[src/rtl/ldat_pkg.sv]
package ldat_pkg;

   typedef enum logic [1:0] {
      PLACE_REUSE = 2'd0,
      PLACE_FREE  = 2'd1,
      PLACE_EVICT = 2'd2
   } place_e;

   // largest shift amount a size field of the given width can encode
   function automatic int unsigned max_span_log2(input int unsigned size_w);
      return (32'd1 << size_w) - 32'd1;
   endfunction

endpackage

[src/rtl/ldat_overlap.sv]
module ldat_overlap #(
   parameter int ADDR_W = 32,
   parameter int SIZE_W = 2
) (
   input  logic [ADDR_W-1:0] a_addr,
   input  logic [SIZE_W-1:0] a_size,
   input  logic [ADDR_W-1:0] b_addr,
   input  logic [SIZE_W-1:0] b_size,
   output logic              hit
);
   localparam int EXT_W = ADDR_W + 1;

   logic [EXT_W-1:0] a_lo, a_hi, b_lo, b_hi;

   // half-open byte ranges; the extra bit keeps the top of the space from wrapping
   always_comb begin
      a_lo = {1'b0, a_addr};
      b_lo = {1'b0, b_addr};
      a_hi = a_lo + (EXT_W'(1) << a_size);
      b_hi = b_lo + (EXT_W'(1) << b_size);
      hit  = (a_lo < b_hi) && (b_lo < a_hi);
   end

endmodule

[src/rtl/ldat_place.sv]
module ldat_place
   import ldat_pkg::*;
#(
   parameter int ENTRIES   = 8,
   parameter bit FILL_FREE = 1'b1,
   localparam int IDX_W    = (ENTRIES > 1) ? $clog2(ENTRIES) : 1
) (
   input  logic               clk,
   input  logic               rst_n,
   input  logic               ins_valid,
   input  logic [ENTRIES-1:0] valid_vec,
   input  logic [ENTRIES-1:0] reuse_vec,
   output logic [ENTRIES-1:0] wr_sel,
   output logic               evict
);
   localparam logic [IDX_W-1:0] LAST = IDX_W'(ENTRIES - 1);

   logic [IDX_W-1:0] rr_ptr;
   logic [IDX_W-1:0] pick;
   logic [IDX_W-1:0] reuse_idx;
   logic [IDX_W-1:0] free_idx;
   logic             free_found;
   place_e           kind;

   always_comb begin
      reuse_idx = '0;
      for (int i = 0; i < ENTRIES; i++)
         if (reuse_vec[i]) reuse_idx = IDX_W'(i);
   end

   generate
      if (FILL_FREE) begin : g_fill
         always_comb begin
            free_found = 1'b0;
            free_idx   = '0;
            for (int i = ENTRIES - 1; i >= 0; i--)
               if (!valid_vec[i]) begin
                  free_found = 1'b1;
                  free_idx   = IDX_W'(i);
               end
         end
      end else begin : g_rr_only
         assign free_found = 1'b0;
         assign free_idx   = '0;
      end
   endgenerate

   always_comb begin
      if (|reuse_vec) begin
         kind = PLACE_REUSE;
         pick = reuse_idx;
      end else if (free_found) begin
         kind = PLACE_FREE;
         pick = free_idx;
      end else begin
         kind = PLACE_EVICT;
         pick = rr_ptr;
      end
   end

   assign evict = (kind == PLACE_EVICT);

   genvar g;
   generate
      for (g = 0; g < ENTRIES; g++) begin : g_sel
         assign wr_sel[g] = (pick == IDX_W'(g));
      end
   endgenerate

   always_ff @(posedge clk or negedge rst_n) begin
      if (!rst_n)
         rr_ptr <= '0;
      else if (ins_valid && evict)
         rr_ptr <= (rr_ptr == LAST) ? '0 : rr_ptr + IDX_W'(1);
   end

   // replacement advances the pointer by one slot
   a_r7_rr_step: assert property (@(posedge clk) disable iff (!rst_n)
      (ins_valid && evict && rr_ptr != LAST) |=> (rr_ptr == $past(rr_ptr) + IDX_W'(1)));

   // the pointer wraps back to slot 0
   a_r7_rr_wrap: assert property (@(posedge clk) disable iff (!rst_n)
      (ins_valid && evict && rr_ptr == LAST) |=> (rr_ptr == '0));

   // filling an empty slot or rewriting an entry leaves the pointer alone
   a_r10_ptr_hold: assert property (@(posedge clk) disable iff (!rst_n)
      (ins_valid && !evict) |=> $stable(rr_ptr));

endmodule

[src/rtl/ld_alias_table.sv]
module ld_alias_table
   import ldat_pkg::*;
#(
   parameter int ENTRIES   = 8,
   parameter int ADDR_W    = 32,
   parameter int REG_W     = 7,
   parameter int SIZE_W    = 2,
   parameter bit FILL_FREE = 1'b1
) (
   input  logic              clk,
   input  logic              rst_n,
   input  logic              ins_valid,
   input  logic [REG_W-1:0]  ins_reg,
   input  logic [ADDR_W-1:0] ins_addr,
   input  logic [SIZE_W-1:0] ins_size,
   input  logic              st_valid,
   input  logic [ADDR_W-1:0] st_addr,
   input  logic [SIZE_W-1:0] st_size,
   input  logic              chk_valid,
   input  logic [REG_W-1:0]  chk_reg,
   output logic              chk_rsp_valid,
   output logic              chk_rsp_ok
);
   initial begin
      a_cfg_entries: assert (ENTRIES >= 2)
         else $error("ENTRIES must be at least 2");
      a_cfg_span: assert (ADDR_W > int'(max_span_log2(SIZE_W)))
         else $error("ADDR_W too small for the largest access size");
      a_cfg_reg: assert (REG_W >= 1)
         else $error("REG_W must be positive");
   end

   logic [ENTRIES-1:0] ent_v;
   logic [REG_W-1:0]   ent_reg  [ENTRIES];
   logic [ADDR_W-1:0]  ent_addr [ENTRIES];
   logic [SIZE_W-1:0]  ent_size [ENTRIES];

   logic [ENTRIES-1:0] ovl;
   logic [ENTRIES-1:0] st_hit;
   logic [ENTRIES-1:0] ins_reg_hit;
   logic [ENTRIES-1:0] chk_reg_hit;
   logic [ENTRIES-1:0] wr_sel;
   logic               evict;
   logic               chk_pass;

   genvar g;
   generate
      for (g = 0; g < ENTRIES; g++) begin : g_ent
         ldat_overlap #(.ADDR_W(ADDR_W), .SIZE_W(SIZE_W)) u_ovl (
            .a_addr (ent_addr[g]),
            .a_size (ent_size[g]),
            .b_addr (st_addr),
            .b_size (st_size),
            .hit    (ovl[g])
         );
         assign st_hit[g]      = st_valid & ent_v[g] & ovl[g];
         assign ins_reg_hit[g] = ent_v[g] & (ent_reg[g] == ins_reg);
         assign chk_reg_hit[g] = ent_v[g] & (ent_reg[g] == chk_reg);

         always_ff @(posedge clk) begin
            if (ins_valid && wr_sel[g]) begin
               ent_reg[g]  <= ins_reg;
               ent_addr[g] <= ins_addr;
               ent_size[g] <= ins_size;
            end
         end

         // an overlapping store empties an entry that is not being rewritten
         a_r4_store_kills: assert property (@(posedge clk) disable iff (!rst_n)
            (st_hit[g] && !(ins_valid && wr_sel[g])) |=> !ent_v[g]);

         // a freshly written entry is valid next cycle regardless of stores
         a_r12_new_survives: assert property (@(posedge clk) disable iff (!rst_n)
            (ins_valid && wr_sel[g]) |=> ent_v[g]);
      end
   endgenerate

   ldat_place #(.ENTRIES(ENTRIES), .FILL_FREE(FILL_FREE)) u_place (
      .clk       (clk),
      .rst_n     (rst_n),
      .ins_valid (ins_valid),
      .valid_vec (ent_v),
      .reuse_vec (ins_reg_hit),
      .wr_sel    (wr_sel),
      .evict     (evict)
   );

   // store first: an entry killed this cycle cannot satisfy the check
   assign chk_pass = |(chk_reg_hit & ~st_hit);

   always_ff @(posedge clk or negedge rst_n) begin
      if (!rst_n) begin
         ent_v <= '0;
      end else begin
         for (int i = 0; i < ENTRIES; i++) begin
            if (ins_valid && wr_sel[i]) ent_v[i] <= 1'b1;
            else if (st_hit[i])         ent_v[i] <= 1'b0;
         end
      end
   end

   always_ff @(posedge clk or negedge rst_n) begin
      if (!rst_n) begin
         chk_rsp_valid <= 1'b0;
         chk_rsp_ok    <= 1'b0;
      end else begin
         chk_rsp_valid <= chk_valid;
         chk_rsp_ok    <= chk_valid & chk_pass;
      end
   end

   // an answer follows every request, and only a request
   a_r11_rsp_follows: assert property (@(posedge clk) disable iff (!rst_n)
      chk_valid |=> chk_rsp_valid);
   a_r11_rsp_only: assert property (@(posedge clk) disable iff (!rst_n)
      !chk_valid |=> !chk_rsp_valid);

   // a check whose entry is hit by a same-cycle store fails
   a_r8_store_first: assert property (@(posedge clk) disable iff (!rst_n)
      (chk_valid && |(chk_reg_hit & st_hit)) |=> !chk_rsp_ok);

   // a register owns at most one valid entry
   a_r6_unique_reg: assert property (@(posedge clk) disable iff (!rst_n)
      $onehot0(chk_reg_hit));

endmodule

[config.mk]
export PLATFORM = sky130hd
export DESIGN_NAME = ld_alias_table
export DESIGN_NICKNAME = d
export VERILOG_FILES = /design/src/rtl/ldat_pkg.sv /design/src/rtl/ldat_overlap.sv /design/src/rtl/ldat_place.sv /design/src/rtl/ld_alias_table.sv
export SDC_FILE = /design/constraint.sdc
export NUM_CORES = 1
export LEC_CHECK = 0
export ABC_AREA = 1
export CORE_ASPECT_RATIO = 0.9
export CORE_MARGIN = 1.5
export CORE_UTILIZATION = 65
export CTS_CLUSTER_SIZE = 10
export DETAILED_ROUTE_END_ITERATION = 16
export DONT_BUFFER_PORTS = 1
export PLACE_DENSITY = 0.81
export SYNTH_ARGS = -nofsm -noshare
export SYNTH_HDL_FRONTEND = slang
export SYNTH_SLANG_ARGS = --single-unit
[constraint.sdc]
create_clock -name clk -period 5.5 [get_ports clk]
set_input_delay 0 -clock clk [delete_from_list [all_inputs] [get_ports clk]]
set_output_delay 0 -clock clk [all_outputs]
set_load 0.01 [all_outputs]
==> metrics.csv, run 1 <==
metric,value,unit
port_buffers,0,
power_density,279,mW/mm2
largest_reg_flops,256,
avgViaCountPerCell,6.12,
ios,89,
cp_max_fo,4,
design_area,0.0335,mm2
cp_top_family,buffers and inverters,
routabilityCongestion,1.01,
grt_max_degree,42,
die_area,0.0486,mm2
grt_pass1_vias,26139,
clkTransAtPathRegs,0.06,ns
nNetsFinal,4383,
crit_path_end_kind,register,
postSynthCellCount,3637,
leakagePower,14.7,nW
cap_violations,0,
drv_slew,0,
hold_viol,0,
seq_area_frac_synth,0.331,
die_x,232,um
synth_top_cells_by_area,"edfxtp_1, ha_1, nand2_1",
drive_gt1_frac,0.0440,
rows,75,
synth-seq-cells,341,
worstPathArrival,5.60,ns
drtIter0Drc,2763,
cts_tree,yes,
hp-class,input pin to register,
path_buf_inv,4,
min-delay-start,st_addr[31],
skew,0.0231,ns
core,0.0466,mm2
drc,0,
clk_latency,0.58,ns
path_class,register to register,
slew-limit-headroom,0.154,
synth_fp_nets,4267,
cp_slowest_stage_delay,0.56,ns
vias,26902,
cts_setup_buffers,0,
crit_required,5.96,ns
synth_top_area_frac,0.321,
synth_top_area_cell,edfxtp_1,
numCtsBuffers,42,
grt.overflow.total,0,
placedInstanceArea,0.0317,mm2
ant_nets,0,
drt-pass1-iter-count,6,
synth-edff-count,328,
crit_start,ent_size[1][1],
grt_setup_unrepaired,no,
synth-main-ff-cell,edfxtp_1,
final_cell_mix,"nand2_1, ha_1, nor2_1",
fin_crit,5.14,ns
crit_top_cell,nand2_1,
start_util,0.659,
synth.distinct_cells,59,
htree_levels,2,
grt_pass1_wl,137000,um
p_total,0.00936,W
syn2layout_area_growth,9.16,%
postLayoutCoreUtil,0.719,
fp.dieH,209,um
synth-async-reset-ratio,0.0381,
yosys_warnings,0,
antenna_found_initial,7,
tightest_slew,1.26,ns
ir_drop,271,uV
tns,0,ns
r2r-start,ent_size[1][1],
clock-sinks,341,
wl_per_cell,20.4,um
routed_wl,89600,um
clockBufferDepth,3,
layout_commonest_cell,nand2_1,
netlist_area,0.0307,mm2
finalSetupViolCount,0,
root_buffer,clkbuf_16,
period_share,0.934,
cp_slowest_cell,dlygate4sd3_1,
start_kind,register,
dp_hpwl,68400,um
grtUsageTotal,0.369,
synth.avg_cell_area,8.45,um2
max_freq,0.195,GHz
status,"complete, no violations",
[timing repair]
item,in CTS,in global routing
endpoints found under the hold margin,354,0
hold buffers,59,0
resized for setup,0,1
endpoints found under the setup margin,0,1
[final timing paths]
kind | end | slack, ns | depth (start not counted)
setup / recovery | chk_rsp_ok | 0.36 | 26
min in group asynchronous | chk_rsp_valid | 0.45 | 2
setup reg to reg | chk_rsp_ok | 0.36 | 26
hold / removal | ent_v[5] | 0.06 | 7
hold reg to reg | u_place.rr_ptr[0] | 0.57 | 1
max in group asynchronous | ent_v[6] | 4.62 | 2
[cell usage after synthesis, types with 5 or more instances]
library cell / count
a211oi_1: 8
a21o_1: 14
a21oi_1: 223
and3_1: 5
buf_4: 5
clkbuf_1: 8
dfrtp_1: 13
edfxtp_1: 328
fa_1: 9
ha_1: 534
inv_1: 324
nand2_1: 863
nand2_2: 6
nand3_1: 172
nand3_2: 5
nand3b_1: 10
nand4_1: 93
nor2_1: 375
nor2_2: 14
nor2_4: 5
nor3_1: 96
nor3_2: 13
nor4_1: 23
o21a_1: 16
o21ai_0: 83
o21bai_1: 6
o22ai_1: 9
or2_2: 11
xnor2_1: 139
xor2_1: 168
[final cells by class]
type,count,area [um2]
inverters,327,1230
clock inverters,6,51.3
well taps,616,771
flip-flops and latches,341,10200
multi-input cells,2952,19300
clock buffers,60,1200
diodes,5,12.5
fillers,3565,13100
repair buffers,89,816
[tightest hold or removal path, cell delays in order]
cell and delay [ns]:
ha_1 0.13, o22ai_1 0.08, nand3_1 0.07, nor2_1 0.04, nand3_1 0.12, nand2_1 0.07
o21ai_0 0.07
[cell families after synthesis]
group,share of synthesized area
flip-flops,0.331
AO/OA/AOI/OAI,0.0711
XOR/XNOR,0.0875
AND/OR/NAND/NOR,0.244
adder cells (fa/ha/maj),0.223
buffers and inverters,0.0432
[where the power goes]
group | leakage (nW) | internal [W] | switching, W
Clock | 0.611 | 0.00154 | 0.00107
Combinational | 10.9 | 0.00112 | 0.00186
Sequential | 3.14 | 0.00334 | 0.000431
Total | 14.7 | 0.00600 | 0.00336
[metrics by stage]
stage	cells	setup slack, ns	hold WS (ns)
finish	4396	0.365	0.0557
global route	4393	0.0173	0.0453
CTS	4391	0.300	0.0176
detailed placement	4266	1.53	-0.295
global placement	4266	1.63	-0.295
floorplan	3637	1.90	-0.296
[per-layer routing]
layer	part of all wire	GRT usage
met1	0.41	0.506
met2	0.43	0.569
met3	0.13	0.0895
met4	0.036	0.130
met5	0.00086	0
No activity file was read; power rests on OpenSTA's default activity.
==> run 2: changes to the inputs <==
CORE_ASPECT_RATIO = 0.75   (was 0.9)
==> run 2 against run 1 <==
Critical path depth increased by 1. Largest cell class unchanged. Critical path type unchanged. Via count decreased by 0.67%. Sequential cell count unchanged.
==> metrics.csv, run 2 (same netlist as run 1, synthesis figures left out) <==
metric,value,unit
status,"complete, no violations",
start_kind,register,
cts_tree,yes,
root_buffer,clkbuf_16,
largest_reg_flops,256,
clk_latency,0.57,ns
die_area,0.0486,mm2
period_share,0.901,
grt_pass1_wl,136000,um
grtUsageTotal,0.372,
path_class,register to register,
p_int,0.00583,W
hold_ws,0.0324,ns
hp-class,input pin to register,
power_frac_clock,0.264,
fp.dieH,191,um
fin_crit,4.95,ns
ir_drop,327,uV
antenna_found_initial,10,
vias,26721,
drv_slew,0,
grtUsageMet2,0.534,
pwr-share-seq,0.413,
max_freq,0.202,GHz
layout_commonest_cell,nand2_1,
crit_path_end_kind,register,
cap_violations,0,
clock-sinks,341,
cp_max_fo,4,
clkTransAtPathRegs,0.06,ns
crit_top_cell,nand2_1,
wl_per_cell,20.5,um
grt_max_degree,42,
nNetsFinal,4378,
worstPathArrival,5.40,ns
slew-limit-headroom,0.107,
finalSetupViolCount,0,
path_buf_inv,3,
worst-path-stages,27,
holdPathStages,7,
start_util,0.664,
ios,89,
grtUsageMet3,0.0918,
routabilityCongestion,0.983,
tns,0,ns
ant_nets,0,
skew,0.0214,ns
syn2layout_area_growth,8.89,%
cp_top_family,simple AND/OR/NAND/NOR gates,
swShare,0.365,
cp_slowest_stage_delay,0.57,ns
drc,0,
power_density,275,mW/mm2
core,0.0463,mm2
dp_hpwl,69500,um
routed_wl,90200,um
drt-pass1-iter-count,9,
grt_setup_unrepaired,no,
drive_gt1_frac,0.0462,
combPwrFrac,0.323,
grt_pass1_vias,25060,
crit_required,5.95,ns
p_sw,0.00336,W
numCtsBuffers,41,
top_usage_layer,met1,
htree_levels,2,
leakagePower,14.6,nW
final_cell_mix,"nand2_1, ha_1, nor2_1",
avgViaCountPerCell,6.06,
clockBufferDepth,3,
use_met1,0.553,
grt.overflow.total,0,
drtIter0Drc,2954,
hold_viol,0,
die_x,254,um
cp_slowest_cell,dlygate4sd3_1,
rows,68,
port_buffers,0,
tightest_slew,1.33,ns
r2r_cells,27,
## run 2: layout make-up
type,instances,area [um2]
antenna,6,15.0
clock buffer,60,1110
clock inverter,5,21.3
timing repair buffer,85,768
sequential,341,10200
tap,630,788
multi-input combinational,2952,19400
fill,3570,12800
inverter,327,1230
## run 2: per-stage QoR
step / power (W) / instances / setup slack (ns) / util / area [um2]
after floorplan: 0.00581 / 3637 / 1.90 / - / 30700
after global placement: 0.00650 / 4279 / 1.62 / 0.685 / 31700
after detailed placement: 0.00661 / 4279 / 1.45 / 0.685 / 31700
after CTS: 0.00911 / 4397 / 0.0349 / 0.720 / 33300
after global routing: 0.00974 / 4402 / 0.290 / 0.723 / 33400
final: 0.00919 / 4406 / 0.546 / 0.723 / 33500
## run 2: per-layer routing
layer	vias up	wire length [um]
met5	-	75
met4	12	2170
met3	199	13100
met2	1440	36100
met1	12292	38700
li1	12778	-
## run 2: what timing repair did
action / CTS / global route
hold buffers: 53 / 0
endpoints found under the hold margin: 354 / 0
buffers inserted: 0 / 4
endpoints found under the setup margin: 0 / 1
resized for setup: 0 / 15
## run 2: worst min-delay path: stages
cell and delay (ns):
ha_1 0.12, a21oi_1 0.04, o21ai_0 0.14, nor2_1 0.06, nand3_2 0.08, nand2_1 0.05, o21ai_0 0.06
## run 2: power groups by stage
stage	clock network, W	logic, W	registers (W)
2_1_floorplan	0	0.00213	0.00368
3_3_place_gp	0	0.00269	0.00381
3_5_place_dp	0	0.00279	0.00382
4_1_cts	0.00243	0.00292	0.00377
5_1_grt	0.00253	0.00338	0.00383
6_report	0.00243	0.00297	0.00379
## run 2: final timing paths
path | start | endpoint | slack [ns]
setup / recovery | ent_size[1][7] | chk_rsp_ok | 0.55
max in group asynchronous | rst_n | ent_v[2] | 4.47
setup reg to reg | ent_size[1][7] | chk_rsp_ok | 0.55
hold / removal | st_addr[30] | ent_v[6] | 0.03
min in group asynchronous | rst_n | chk_rsp_valid | 0.53
hold reg to reg | ent_v[0] | ent_v[0] | 0.61
